**src/rtl/pwr_mode_pkg.sv**
```systemverilog
package pwr_mode_pkg;
  typedef enum logic [2:0] {
    M_FULL   = 3'd0,
    M_ACTIVE = 3'd1,
    M_SLEEP  = 3'd2,
    M_DEEP   = 3'd3,
    M_HIBER  = 3'd4,
    M_RSEQ   = 3'd6
  } pmode_e;

  localparam logic [2:0] REQ_FULL      = 3'd0;
  localparam logic [2:0] REQ_ACT       = 3'd1;
  localparam logic [2:0] REQ_SLEEP     = 3'd2;
  localparam logic [2:0] REQ_DEEP      = 3'd3;
  localparam logic [2:0] REQ_HIBER     = 3'd4;
  localparam logic [2:0] REQ_ACT_NOPLL = 3'd5;

  typedef struct packed {
    logic cclk;
    logic sclk;
    logic pll;
    logic vreg;
    logic io_tri;
    logic dma_ok;
    logic rseq;
  } pctl_t;
endpackage

```
**src/rtl/pwr_rst_timer.sv**
```systemverilog
module pwr_rst_timer #(
  parameter int unsigned CYCLES = 16
) (
  input  logic clk_i,
  input  logic rst_ni,
  input  logic start_i,
  output logic last_o
);
  localparam int unsigned W = (CYCLES > 1) ? $clog2(CYCLES) : 1;
  localparam logic [W-1:0] LOAD = W'(CYCLES - 1);

  logic [W-1:0] cnt_q;
  logic         run_q;

  always_ff @(posedge clk_i or negedge rst_ni) begin
    if (!rst_ni) begin
      cnt_q <= '0;
      run_q <= 1'b0;
    end else if (start_i) begin
      cnt_q <= LOAD;
      run_q <= 1'b1;
    end else if (run_q) begin
      if (cnt_q == '0) run_q <= 1'b0;
      else             cnt_q <= cnt_q - 1'b1;
    end
  end

  assign last_o = run_q && (cnt_q == '0);
endmodule

```
**src/rtl/pwr_mode_fsm.sv**
```systemverilog
module pwr_mode_fsm
  import pwr_mode_pkg::*;
(
  input  logic       clk_i,
  input  logic       rst_ni,
  input  logic       req_valid_i,
  input  logic [2:0] req_mode_i,
  input  logic       bypass_i,
  input  logic       wake_evt_i,
  input  logic       rtc_irq_i,
  input  logic       reset_pin_i,
  input  logic       hib_wake_any_i,
  input  logic       tmr_last_i,
  output pmode_e     mode_o,
  output logic       pll_off_o,
  output logic       tmr_start_o
);
  pmode_e st_q, st_d;
  logic   off_q, off_d;

  always_comb begin
    st_d        = st_q;
    off_d       = 1'b0;
    tmr_start_o = 1'b0;
    unique case (st_q)
      M_FULL, M_ACTIVE: begin
        off_d = off_q;
        if (reset_pin_i) begin
          st_d  = M_FULL;
          off_d = 1'b0;
        end else if (req_valid_i) begin
          off_d = 1'b0;
          case (req_mode_i)
            REQ_FULL:      st_d = M_FULL;
            REQ_ACT:       st_d = M_ACTIVE;
            REQ_ACT_NOPLL: begin st_d = M_ACTIVE; off_d = 1'b1; end
            REQ_SLEEP:     st_d = M_SLEEP;
            REQ_DEEP:      st_d = M_DEEP;
            REQ_HIBER:     st_d = M_HIBER;
            default:       off_d = off_q;  // unused codes
          endcase
        end
      end
      M_SLEEP: begin
        if (reset_pin_i)     st_d = M_FULL;
        else if (wake_evt_i) st_d = bypass_i ? M_ACTIVE : M_FULL;
      end
      M_DEEP: begin
        if (reset_pin_i)    st_d = M_FULL;
        else if (rtc_irq_i) st_d = M_ACTIVE;
      end
      M_HIBER: begin
        if (hib_wake_any_i || rtc_irq_i || reset_pin_i) begin
          st_d        = M_RSEQ;
          tmr_start_o = 1'b1;
        end
      end
      M_RSEQ: begin
        if (tmr_last_i) st_d = M_FULL;
      end
      default: st_d = M_FULL;
    endcase
  end

  always_ff @(posedge clk_i or negedge rst_ni) begin
    if (!rst_ni) begin
      st_q  <= M_FULL;
      off_q <= 1'b0;
    end else begin
      st_q  <= st_d;
      off_q <= off_d;
    end
  end

  assign mode_o    = st_q;
  assign pll_off_o = off_q;
endmodule

```
**src/rtl/pwr_out_decode.sv**
```systemverilog
module pwr_out_decode
  import pwr_mode_pkg::*;
(
  input  pmode_e mode_i,
  input  logic   pll_off_i,
  output pctl_t  ctl_o
);
  always_comb begin
    ctl_o = '0;
    unique case (mode_i)
      M_FULL:   ctl_o = '{cclk:1'b1, sclk:1'b1, pll:1'b1,       vreg:1'b1, io_tri:1'b0, dma_ok:1'b1, rseq:1'b0};
      M_ACTIVE: ctl_o = '{cclk:1'b1, sclk:1'b1, pll:!pll_off_i, vreg:1'b1, io_tri:1'b0, dma_ok:1'b1, rseq:1'b0};
      M_SLEEP:  ctl_o = '{cclk:1'b0, sclk:1'b1, pll:1'b1,       vreg:1'b1, io_tri:1'b0, dma_ok:1'b0, rseq:1'b0};
      M_DEEP:   ctl_o = '{cclk:1'b0, sclk:1'b0, pll:1'b1,       vreg:1'b1, io_tri:1'b0, dma_ok:1'b0, rseq:1'b0};
      M_HIBER:  ctl_o = '{cclk:1'b0, sclk:1'b0, pll:1'b0,       vreg:1'b0, io_tri:1'b1, dma_ok:1'b0, rseq:1'b0};
      M_RSEQ:   ctl_o = '{cclk:1'b0, sclk:1'b0, pll:1'b1,       vreg:1'b1, io_tri:1'b0, dma_ok:1'b0, rseq:1'b1};
      default:  ctl_o = '0;
    endcase
  end
endmodule

```
**src/rtl/pwr_mode_ctrl.sv**
```systemverilog
module pwr_mode_ctrl
  import pwr_mode_pkg::*;
#(
  parameter int unsigned NUM_WAKE   = 8,
  parameter int unsigned RST_CYCLES = 16
) (
  input  logic                clk_i,
  input  logic                rst_ni,
  input  logic                req_valid_i,
  input  logic [2:0]          req_mode_i,
  input  logic                bypass_i,
  input  logic                wake_evt_i,
  input  logic                rtc_irq_i,
  input  logic                reset_pin_i,
  input  logic [NUM_WAKE-1:0] hib_wake_i,
  output logic [2:0]          mode_o,
  output logic                cclk_en_o,
  output logic                sclk_en_o,
  output logic                pll_en_o,
  output logic                vreg_en_o,
  output logic                io_tristate_o,
  output logic                dma_l1_ok_o,
  output logic                rst_seq_o
);
  pmode_e mode;
  pctl_t  ctl;
  logic   pll_off, tmr_start, tmr_last;

  pwr_mode_fsm u_fsm (
    .clk_i          (clk_i),
    .rst_ni         (rst_ni),
    .req_valid_i    (req_valid_i),
    .req_mode_i     (req_mode_i),
    .bypass_i       (bypass_i),
    .wake_evt_i     (wake_evt_i),
    .rtc_irq_i      (rtc_irq_i),
    .reset_pin_i    (reset_pin_i),
    .hib_wake_any_i (|hib_wake_i),
    .tmr_last_i     (tmr_last),
    .mode_o         (mode),
    .pll_off_o      (pll_off),
    .tmr_start_o    (tmr_start)
  );

  pwr_rst_timer #(.CYCLES(RST_CYCLES)) u_tmr (
    .clk_i   (clk_i),
    .rst_ni  (rst_ni),
    .start_i (tmr_start),
    .last_o  (tmr_last)
  );

  pwr_out_decode u_dec (
    .mode_i    (mode),
    .pll_off_i (pll_off),
    .ctl_o     (ctl)
  );

  assign mode_o        = mode;
  assign cclk_en_o     = ctl.cclk;
  assign sclk_en_o     = ctl.sclk;
  assign pll_en_o      = ctl.pll;
  assign vreg_en_o     = ctl.vreg;
  assign io_tristate_o = ctl.io_tri;
  assign dma_l1_ok_o   = ctl.dma_ok;
  assign rst_seq_o     = ctl.rseq;
endmodule

```
**config.mk**
```make
export PLATFORM = sky130hd
export DESIGN_NAME = pwr_mode_ctrl
export DESIGN_NICKNAME = d
export VERILOG_FILES = /design/src/rtl/pwr_mode_pkg.sv /design/src/rtl/pwr_rst_timer.sv /design/src/rtl/pwr_mode_fsm.sv /design/src/rtl/pwr_out_decode.sv /design/src/rtl/pwr_mode_ctrl.sv
export SDC_FILE = /design/constraint.sdc
export NUM_CORES = 1
export LEC_CHECK = 0
export ABC_AREA = 1
export CAP_MARGIN = 20
export CELL_PAD_IN_SITES_DETAIL_PLACEMENT = 2
export CELL_PAD_IN_SITES_GLOBAL_PLACEMENT = 2
export CORE_ASPECT_RATIO = 0.7
export CORE_MARGIN = 3
export CORE_UTILIZATION = 23
export CTS_CLUSTER_SIZE = 20
export DETAILED_ROUTE_END_ITERATION = 12
export HOLD_SLACK_MARGIN = 0.08
export PLACE_DENSITY_LB_ADDON = 0.1
export SYNTH_ARGS = -nofsm -noshare
export SYNTH_HDL_FRONTEND = slang
export SYNTH_SLANG_ARGS = --single-unit
```
**constraint.sdc**
```tcl
create_clock -name clk_i -period 2.7 [get_ports clk_i]
set_clock_uncertainty 0.1 [all_clocks]
set_input_delay 0.54 -clock clk_i [delete_from_list [all_inputs] [get_ports clk_i]]
set_output_delay 0.54 -clock clk_i [all_outputs]
set_load 0.02 [all_outputs]
```
Yosys cells after proc, flatten, opt, wreduce, memory -nomap -nowiden

Index checks and enable logic that the tools add are counted.

Muxes and demuxes: 24
Eq/ne operators: 18
Add/subtract/negate cells: 1
Reduce and logical (&&, ||, !) cells: 15

Operator list:

| cell                                              | count |
|---|---|
| one-hot mux 7 bit (6 select lines)                | 1 |
| one-hot mux 3 bit (5 select lines)                | 2 |
| two-way mux 3 bit                                 | 8 |
| == test 3 x 2 -> 1 bit (second input constant)    | 4 |
| == test 3 bit (second input constant)             | 4 |
| two-way mux 4 bit                                 | 3 |
| two-way mux 1 bit                                 | 9 |
| inequality test 3 bit (second input constant)     | 3 |
| OR reduction 8 bit                                | 1 |
| inequality test 7 bit (second input constant)     | 1 |
| == test 3 x 1 -> 1 bit (second input constant)    | 2 |
| logical NOT 3 bit                                 | 2 |
| inequality test 2 bit (second input constant)     | 3 |
| AND reduction 6 bit                               | 1 |
| OR reduction 5 bit                                | 1 |
| logical NOT 4 bit                                 | 1 |
| inequality test 4 bit (second input constant)     | 1 |
| AND reduction 2 bit                               | 2 |
| OR reduction 2 bit                                | 2 |
| subtractor 4 x 1 -> 4 bit (second input constant) | 1 |
| logical OR 1 bit                                  | 2 |
| one-hot mux 1 bit (2 select lines)                | 1 |
| nonzero test 2 bit                                | 1 |
| logical AND 1 bit                                 | 1 |
| logical NOT 1 bit                                 | 1 |

Bits in registers: 9
Input port bits: 18
Output and inout bits: 10
Logic and storage cells: 62

Depth between registers and ports, before layout

Gate-level depths: netlist (run 1).

Depth after elaboration: 7
Mapped depth: 9
Gate-level depth less buffers: 9

Cells and area by module

A second synthesis (run 1) with hierarchy kept.

Cell total of the unflattened synthesis: 135
Area total of the unflattened synthesis: 807.0 µm²

By module, submodules not included:

| module         | area each (µm²) | cells an instance | instances | seq. area each (µm²) |
|---|---|---|---|---|
| pwr_mode_fsm   | 402.9           | 71                | 1         | 100.1 |
| pwr_rst_timer  | 286.5           | 36                | 1         | 125.1 |
| pwr_out_decode | 61.3            | 13                | 1         | 0.0 |
| pwr_mode_ctrl  | 56.3            | 15                | 1         | 0.0 |

Worst setup path before layout (run 1)

No wires, ideal clock.

Path type: reg-to-output
Start point: register u_fsm.st_q[0] (netlist: u_fsm.mode_o[0])
End point: output port pll_en_o
Arrival: 1.137 ns
Path buffers: 0
Required time: 2.060 ns
Stages on the path, launching flop included: 6
Slack: 0.923 ns
Cell sequence: dfrtp_1 -> inv_1 -> nand2_1 -> nand2_1 -> o31ai_1 -> inv_1

Cells in the longest elaborated chain, start to end: 2
Elaborated cells on any way between the ends: 7
Those cells by class: 5 x eq/ne; 1 x mux; 1 x reduce/logical

Ends and longest elaborated chain:

| what                                  | RTL line             | source |
|---|---|---|
| start: declaration                    | pwr_mode_fsm.sv:18   | `pmode_e st_q, st_d;` |
| start signal: assignment              | pwr_mode_fsm.sv:70   | `st_q <= st_d;` |
| == test 3 bit (tied with other cells) | pwr_out_decode.sv:10 | `unique case (mode_i)` |
| one-hot mux 7 bit (6 select lines) *  | pwr_out_decode.sv:10 |  |
| end: declaration                      | pwr_mode_ctrl.sv:19  | `output logic pll_en_o,` |

Every way passes the cells marked *; elsewhere a longest branch is shown, timed or not.

Final worst setup path (run 1)

Same ends and word-level chain as after synthesis.

==> results by group, run 1 <==
Clock tree
  – Setup Fix Bufs, Post-CTS: 0
  – Sink Count: 9
  – Clock Pin Slew Worst Setup and Hold Paths: 0.04 ns
  – # hold bufs at CTS: 0
  – H-tree levels: 1
  – Clock Path Buffers: 2
  – Post-CTS Resized: 0
  – Clock buffer count from CTS: 3
  – Clock Tree Root: clkbuf_8
  – Worst-Skew Late Latency: 0.23 ns
  – CTS tree: done

GRT
  – Initial antenna violation count: 0
  – Gr usage total: 14.8%
  – Largest net degree at the start of global routing: 10
  – Global-route wire length before repair: 4050 um
  – Total global routing overflow: 0
  – Vias in the first global route: 833

Power
  – Pwr/cell area: 1010 nW/um^2
  – Switch share: 46.9%
  – Seq pwr share: 27.4%
  – Worst VDD drop: 324 uV
  – Switching power of the nets: 485 uW
  – P_int: 550 uW
  – Clock network power share: 14.8%
  – Comb pwr share: 57.9%
  – Lkg Pwr: 0.000488 uW

Final layout
  – Nets@finish: 148
  – Fill cell count: 326
  – Layout cells sized above 1: 12.6%
  – Reg area: 225 um^2
  – ANT cells: 0
  – Combined area of the multi-input logic cells: 375 um^2
  – Synth-to-Final Area Change: 51.6%
  – Design area: 1030 um^2

STA
  – Final period util: 90.0%
  – Final Critical Period: 2.43 ns
  – Worst hold slack: 0.457 ns
  – Rel. slew slack: 72.4%
  – Fmax: 412 MHz
  – Setup violators final: 0
  – Fin. max-slew vios: 0
  – Setup TNS: 0 ns
  – Worst-margin pin slew: 0.412 ns
  – PnR worst setup slack: 0.271 ns
  – Unrepaired setup endpoints after global routing: false
  – Hold Vio Cnt, Final: 0

Yosys
  – Top cell type's share of synthesized area: 33.1%
  – Ys Warns: 0
  – EDFF count, synth: 0
  – Most used flip-flop cell after synthesis: dfrtp_1
  – Netlist Area Pre-Place: 679 um^2
  – Syn Inst Count: 97
  – Cell taking the most area after synthesis: dfrtp_1
  – Yosys reg bits: 9
  – Mapped Nets: 117
  – Ys async rst share: 100%
  – Main area contributors after synthesis: dfrtp_1 (33%), nand2_1 (15%), inv_1 (9.4%)
  – Register area share after synthesis: 33.1%
  – Mapped Avg Cell Area: 7.00 um^2
  – Netlist cell types: 25

Worst hold path
  – Min-delay worst type: register to register

Placed design
  – IO buf count: 27
  – GPL Wtd Cong: 0.743
  – DP Wirelength: 2070 um
  – Placed cell area: 985 um^2
  – Dpl ws: 0.502 ns

Setup path
  – Max stage delay on crit path: 0.59 ns
  – CP Cell Sequence: inv_1, nand2_1, nand2_1, o31ai_1, inv_1, clkdlybuf4s50_1
  – Setup CP Type: register to output port
  – Crit start category: register
  – Worst-path fanout max: 7
  – Arr. time, crit path: 1.79 ns
  – WP data required: 2.06 ns
  – Critical Path Sink Type: output port
  – Worst path slowest cell: clkdlybuf4s50_1

Drt
  – ANT nets after route: 0
  – M1 WL: 1170 um
  – WL/cell: 14.6 um
  – DRT iter0 DRCs: 26
  – # DRC: 0
  – Vias per cell: 4.63
  – First-pass iteration count of the detailed router: 2
  – Met3 Wirelength: 130 um
  – Drt total wl: 2350 um
  – Met2 routed WL: 1040 um
  – DR top layer: met4
  – Via count: 745

Flow run
  – Max-cap violations: 0

Die
  – Row cnt: 15
  – Ports: 28
  – Starting Density: 25.9%
  – Die area: 3650 um^2
  – Core area: 2630 um^2
  – Die Wd: 71.0 um
  – Die Span Y: 51.5 um

Run status
  – Run status: finished, final reports clean
[cells in the mapped netlist, types with 2 or more instances]
| master | number |
|---|---|
| a21oi_1 | 2 |
| nand3_1 | 9 |
| nand2_1 | 27 |
| inv_2 | 2 |
| nor2_2 | 2 |
| nand3_2 | 3 |
| ha_1 | 2 |
| o21ai_1 | 2 |
| nand2_2 | 2 |
| nor3_1 | 3 |
| inv_1 | 17 |
| dfrtp_1 | 9 |
| nor2_1 | 5 |
[stage by stage]
stage	total power, uW	util, %	instances
after floorplan	636	-	97
after global placement	858	37.5	157
after detailed placement	889	37.5	157
after CTS	1060	39.2	161
after global routing	1140	39.2	161
final	1030	39.2	161
[area by class of cell]
type	count	share of cell area (%)
clock buffers	4	4.37
inverters	19	6.93
multi-input cells	68	36.5
flip-flops and latches	9	21.9
well taps	34	4.13
repair buffers	27	26.2
[cells by family (layout without fill, tap and decap cells)]
kind of cell    Yosys count  count (layout)  synth area share [%]
buf+inv                  20              50                  11.6
compound gates           10              10                  9.21
simple gates             56              56                  42.4
flops                     9               9                  33.1
fa+ha+maj                 2               2                  3.68
[layer usage]
layer | vias up | global-route usage, %
li1 | 368 | -
met4 | 0 | 2.81
met2 | 19 | 24.3
met3 | 2 | 4.72
met1 | 356 | 19.2
met5 | - | 0
[cells in the final DEF, fill, tap and decap left out]
| master | n |
|---|---|
| nor3_1 | 3 |
| nor2_4 | 1 |
| dfrtp_1 | 9 |
| nand2_2 | 2 |
| clkbuf_8 | 3 |
| nor3b_1 | 1 |
| clkdlybuf4s50_1 | 27 |
| nand3_1 | 9 |
| nor2_2 | 2 |
| nand2_1 | 27 |
| o21ai_2 | 1 |
| o21bai_1 | 1 |
| clkbuf_1 | 1 |
| nand3_2 | 3 |
| nor3_2 | 1 |
| ha_1 | 2 |
| o31ai_1 | 1 |
| o21ai_0 | 1 |
| nand3_4 | 1 |
| inv_2 | 2 |
| nand4_1 | 1 |
| o211ai_1 | 1 |
| a21oi_1 | 2 |
| inv_1 | 17 |
| o21ai_1 | 2 |
| nor2_1 | 5 |
| a31oi_1 | 1 |
[state kept, by name, indices dropped and copies added (netlist names)]
name             cells
u_fsm.pll_off_o      1
u_tmr.run_q          1
u_tmr.cnt_q          4
u_fsm.mode_o         3
[power by group through the flow]
| stage | combinational (uW) | clock [uW] | sequential, uW |
|---|---|---|---|
| 4_1_cts | 613 | 160 | 283 |
| 5_1_grt | 676 | 168 | 296 |
| 3_5_place_dp | 607 | 0 | 282 |
| 3_3_place_gp | 583 | 0 | 275 |
| 6_report | 599 | 153 | 283 |
| 2_1_floorplan | 358 | 0 | 278 |
[final timing paths]
path	from	end	slack (ns)	cells after the start
setup / recovery	u_fsm.mode_o[0]$_DFFE_PN0P_	pll_en_o	0.27	6
hold / removal	u_fsm.pll_off_o$_DFFE_PN0P_	u_fsm.pll_off_o$_DFFE_PN0P_	0.46	2
setup reg to reg	u_tmr.cnt_q[0]$_DFFE_PN0P_	u_tmr.cnt_q[3]$_DFFE_PN0P_	1.13	7
hold reg to reg	u_fsm.pll_off_o$_DFFE_PN0P_	u_fsm.pll_off_o$_DFFE_PN0P_	0.46	2
max in group asynchronous	rst_ni	u_tmr.cnt_q[2]$_DFFE_PN0P_	1.70	1
min in group asynchronous	rst_ni	u_tmr.cnt_q[0]$_DFFE_PN0P_	0.51	1
[worst max-delay path: cells and delay by family, from the launching register on]
family / cells / cell delay, ns
buf+inv: 3 / 0.80
flops: 1 / 0.46
simple gates: 2 / 0.21
compound gates: 1 / 0.09
Note: power is estimated with default switching activity, not from simulation.
==> inputs of run 2 (changes only) <==
ABC_CLOCK_PERIOD_IN_PS = 2700   (was default)
==> results of run 2 <==
Final layout, timing and power as in run 1 (identical DEF).
==> inputs of run 3 (changes only) <==
CORE_UTILIZATION = 33   (was 23)
DONT_BUFFER_PORTS = 1   (was default)
SKIP_CTS_REPAIR_TIMING = 1   (was default)
==> run 3 against run 2 <==
Effect of this change: final cell count fell by 24%; first-iteration DRC count fell by 77%; global-route usage rose by 2.1 points; critical path type unchanged; largest cell class unchanged; largest power group unchanged.
==> results by group, run 3 (same netlist as run 1, synthesis figures left out) <==
Run status
  – Run status: finished, final reports clean (unchanged)

Placed design
  – IO buf count: 0 (was 27)
  – Dpl cells: 118 (was 157)
  – Dpl ws: 0.776 ns (was 0.502 ns)
  – Placed cell area: 699 um^2 (was 985 um^2)
  – DP Wirelength: 1610 um (was 2070 um)
  – GPL Wtd Cong: 0.714 (was 0.743)

Final layout
  – Most frequent cells in the layout: nand2_1 (27), inv_1 (17), nand3_1 (9), dfrtp_1 (9), nor2_1 (5) (was nand2_1 (27), clkdlybuf4s50_1 (27), inv_1 (17), nand3_1 (9), dfrtp_1 (9))
  – Fin cells: 123 (was 161)
  – Design area: 737 um^2 (was 1030 um^2)
  – Nets@finish: 122 (was 148)
  – ANT cells: 0 (unchanged)
  – Leading cell type in the layout, fill and taps excluded: nand2_1
  – Layout cells sized above 1: 16.8% (was 12.6%)
  – Max FFs per register: 4 (unchanged)
  – Synth-to-Final Area Change: 8.47% (was 51.6%)
  – Top reg by flops: u_tmr.cnt_q (unchanged)

Clock tree
  – Sink Count: 9 (unchanged)
  – CTS tree: done (unchanged)
  – Clock Tree Root: clkbuf_4 (was clkbuf_8)
  – H-tree levels: 1 (unchanged)
  – Worst-Skew Late Latency: 0.26 ns (was 0.23 ns)
  – Clock Path Buffers: 2 (unchanged)
  – Clock Pin Slew Worst Setup and Hold Paths: 0.07 ns (was 0.04 ns)
  – Clock buffer count from CTS: 3 (unchanged)

STA
  – Worst hold slack: 0.356 ns (was 0.457 ns)
  – Worst-margin pin slew: 0.643 ns (was 0.412 ns)
  – Rel. slew slack: 57.1% (was 72.4%)
  – PnR worst setup slack: 0.498 ns (was 0.271 ns)
  – Setup TNS: 0 ns (unchanged)
  – Setup violators final: 0 (unchanged)
  – Fmax: 454 MHz (was 412 MHz)
  – Fin. max-slew vios: 0 (unchanged)
  – Final period util: 81.6% (was 90.0%)
  – Hold Vio Cnt, Final: 0 (unchanged)
  – Final Critical Period: 2.20 ns (was 2.43 ns)
  – Unrepaired setup endpoints after global routing: false (unchanged)

Drt
  – Via count: 636 (was 745)
  – ANT nets after route: 0 (unchanged)
  – WL/cell: 15.3 um (was 14.6 um)
  – Drt total wl: 1880 um (was 2350 um)
  – DRT iter0 DRCs: 6 (was 26)
  – # DRC: 0 (unchanged)
  – Vias per cell: 5.17 (was 4.63)
  – First-pass iteration count of the detailed router: 3 (was 2)

Setup path
  – Worst-path fanout max: 7 (unchanged)
  – Critical Path Sink Type: output port (unchanged)
  – Crit start category: register (unchanged)
  – Arr. time, crit path: 1.56 ns (was 1.79 ns)
  – WP data required: 2.06 ns (about the same)
  – Setup CP Type: register to output port (unchanged)
  – Reg2Reg Depth: 5 (was 7)

GRT
  – Gr usage total: 16.9% (was 14.8%)
  – Total global routing overflow: 0 (unchanged)
  – Met2 Usage GRT: 26.7% (was 24.3%)
  – Initial antenna violation count: 0 (unchanged)
  – Vias in the first global route: 692 (was 833)
  – Met1 Use GR: 23.2% (was 19.2%)
  – Largest net degree at the start of global routing: 10 (unchanged)
  – Routing usage on met3: 6.85% (was 4.72%)
  – GRT busiest layer: met2 (unchanged)
  – Global-route wire length before repair: 3240 um (was 4050 um)

Worst hold path
  – Worst hold path cell count: 2 (unchanged)
  – Min-delay worst type: input port to register (was register to register)

Die
  – Die Wd: 60.2 um (was 71.0 um)
  – Die Span Y: 44.0 um (was 51.5 um)
  – Row cnt: 13 (was 15)
  – Starting Density: 35.7% (was 25.9%)
  – Core area: 1900 um^2 (was 2630 um^2)
  – Ports: 28 (unchanged)
  – Die area: 2650 um^2 (was 3650 um^2)

Power
  – Pwr/cell area: 1130 nW/um^2 (was 1010 nW/um^2)
  – Worst VDD drop: 553 uV (was 324 uV)
  – Lkg Pwr: 0.000382 uW (was 0.000488 uW)

Flow run
  – Max-cap violations: 0 (unchanged)
run 3: routing by layer:
| metal | part of all wire (%) | vias to the layer above | routed length [um] |
|---|---|---|---|
| li1 | - | 318 | - |
| met1 | 49 | 299 | 928 |
| met2 | 44 | 19 | 830 |
| met3 | 6.4 | 0 | 120 |
| met4 | 0 | 0 | 0 |
| met5 | 0 | - | 0 |
run 3: critical path, cell delays in order (launching register included):
cell and delay [ns]:
dfrtp_1 0.60, inv_1 0.14, nand2_1 0.12, nand2_1 0.18, o31ai_1 0.12, inv_1 0.15
run 3: worst paths after layout:
kind,end,slack (ns),from
min in group asynchronous,u_tmr.cnt_q[1]$_DFFE_PN0P_,0.54,rst_ni
worst max-delay path,pll_en_o,0.50,u_fsm.mode_o[0]$_DFFE_PN0P_
max in group asynchronous,u_tmr.cnt_q[2]$_DFFE_PN0P_,1.67,rst_ni
worst min register to register,u_tmr.cnt_q[2]$_DFFE_PN0P_,0.45,u_tmr.cnt_q[2]$_DFFE_PN0P_
worst min-delay path,u_fsm.mode_o[2]$_DFFE_PN0P_,0.36,req_mode_i[2]
worst max register to register,u_fsm.mode_o[1]$_DFFE_PN0P_,0.83,u_fsm.mode_o[1]$_DFFE_PN0P_
run 3: layout make-up:
type,instances,area [um^2]
fill,228,1170
multi-input combinational,68,375
sequential,9,225
inverter,19,71.3
tap,22,27.5
clock buffer,3,22.5
timing repair buffer,1,10.0
clock inverter,1,5.00
run 3: report_power, final:
part	switching (uW)	total [uW]	internal [uW]	leakage, uW
logic	300	428	128	0.000252
clock network	51.0	106	54.7	0.0000177
registers	104	302	198	0.000112
total	456	836	380	0.000382
run 3: through the flow:
stage / total power [uW] / util, %
3_3_place_gp: 703 / 36.8
3_5_place_dp: 730 / 36.8
5_1_grt: 930 / 38.7
2_1_floorplan: 636 / -
6_report: 836 / 38.7
4_1_cts: 846 / 38.2
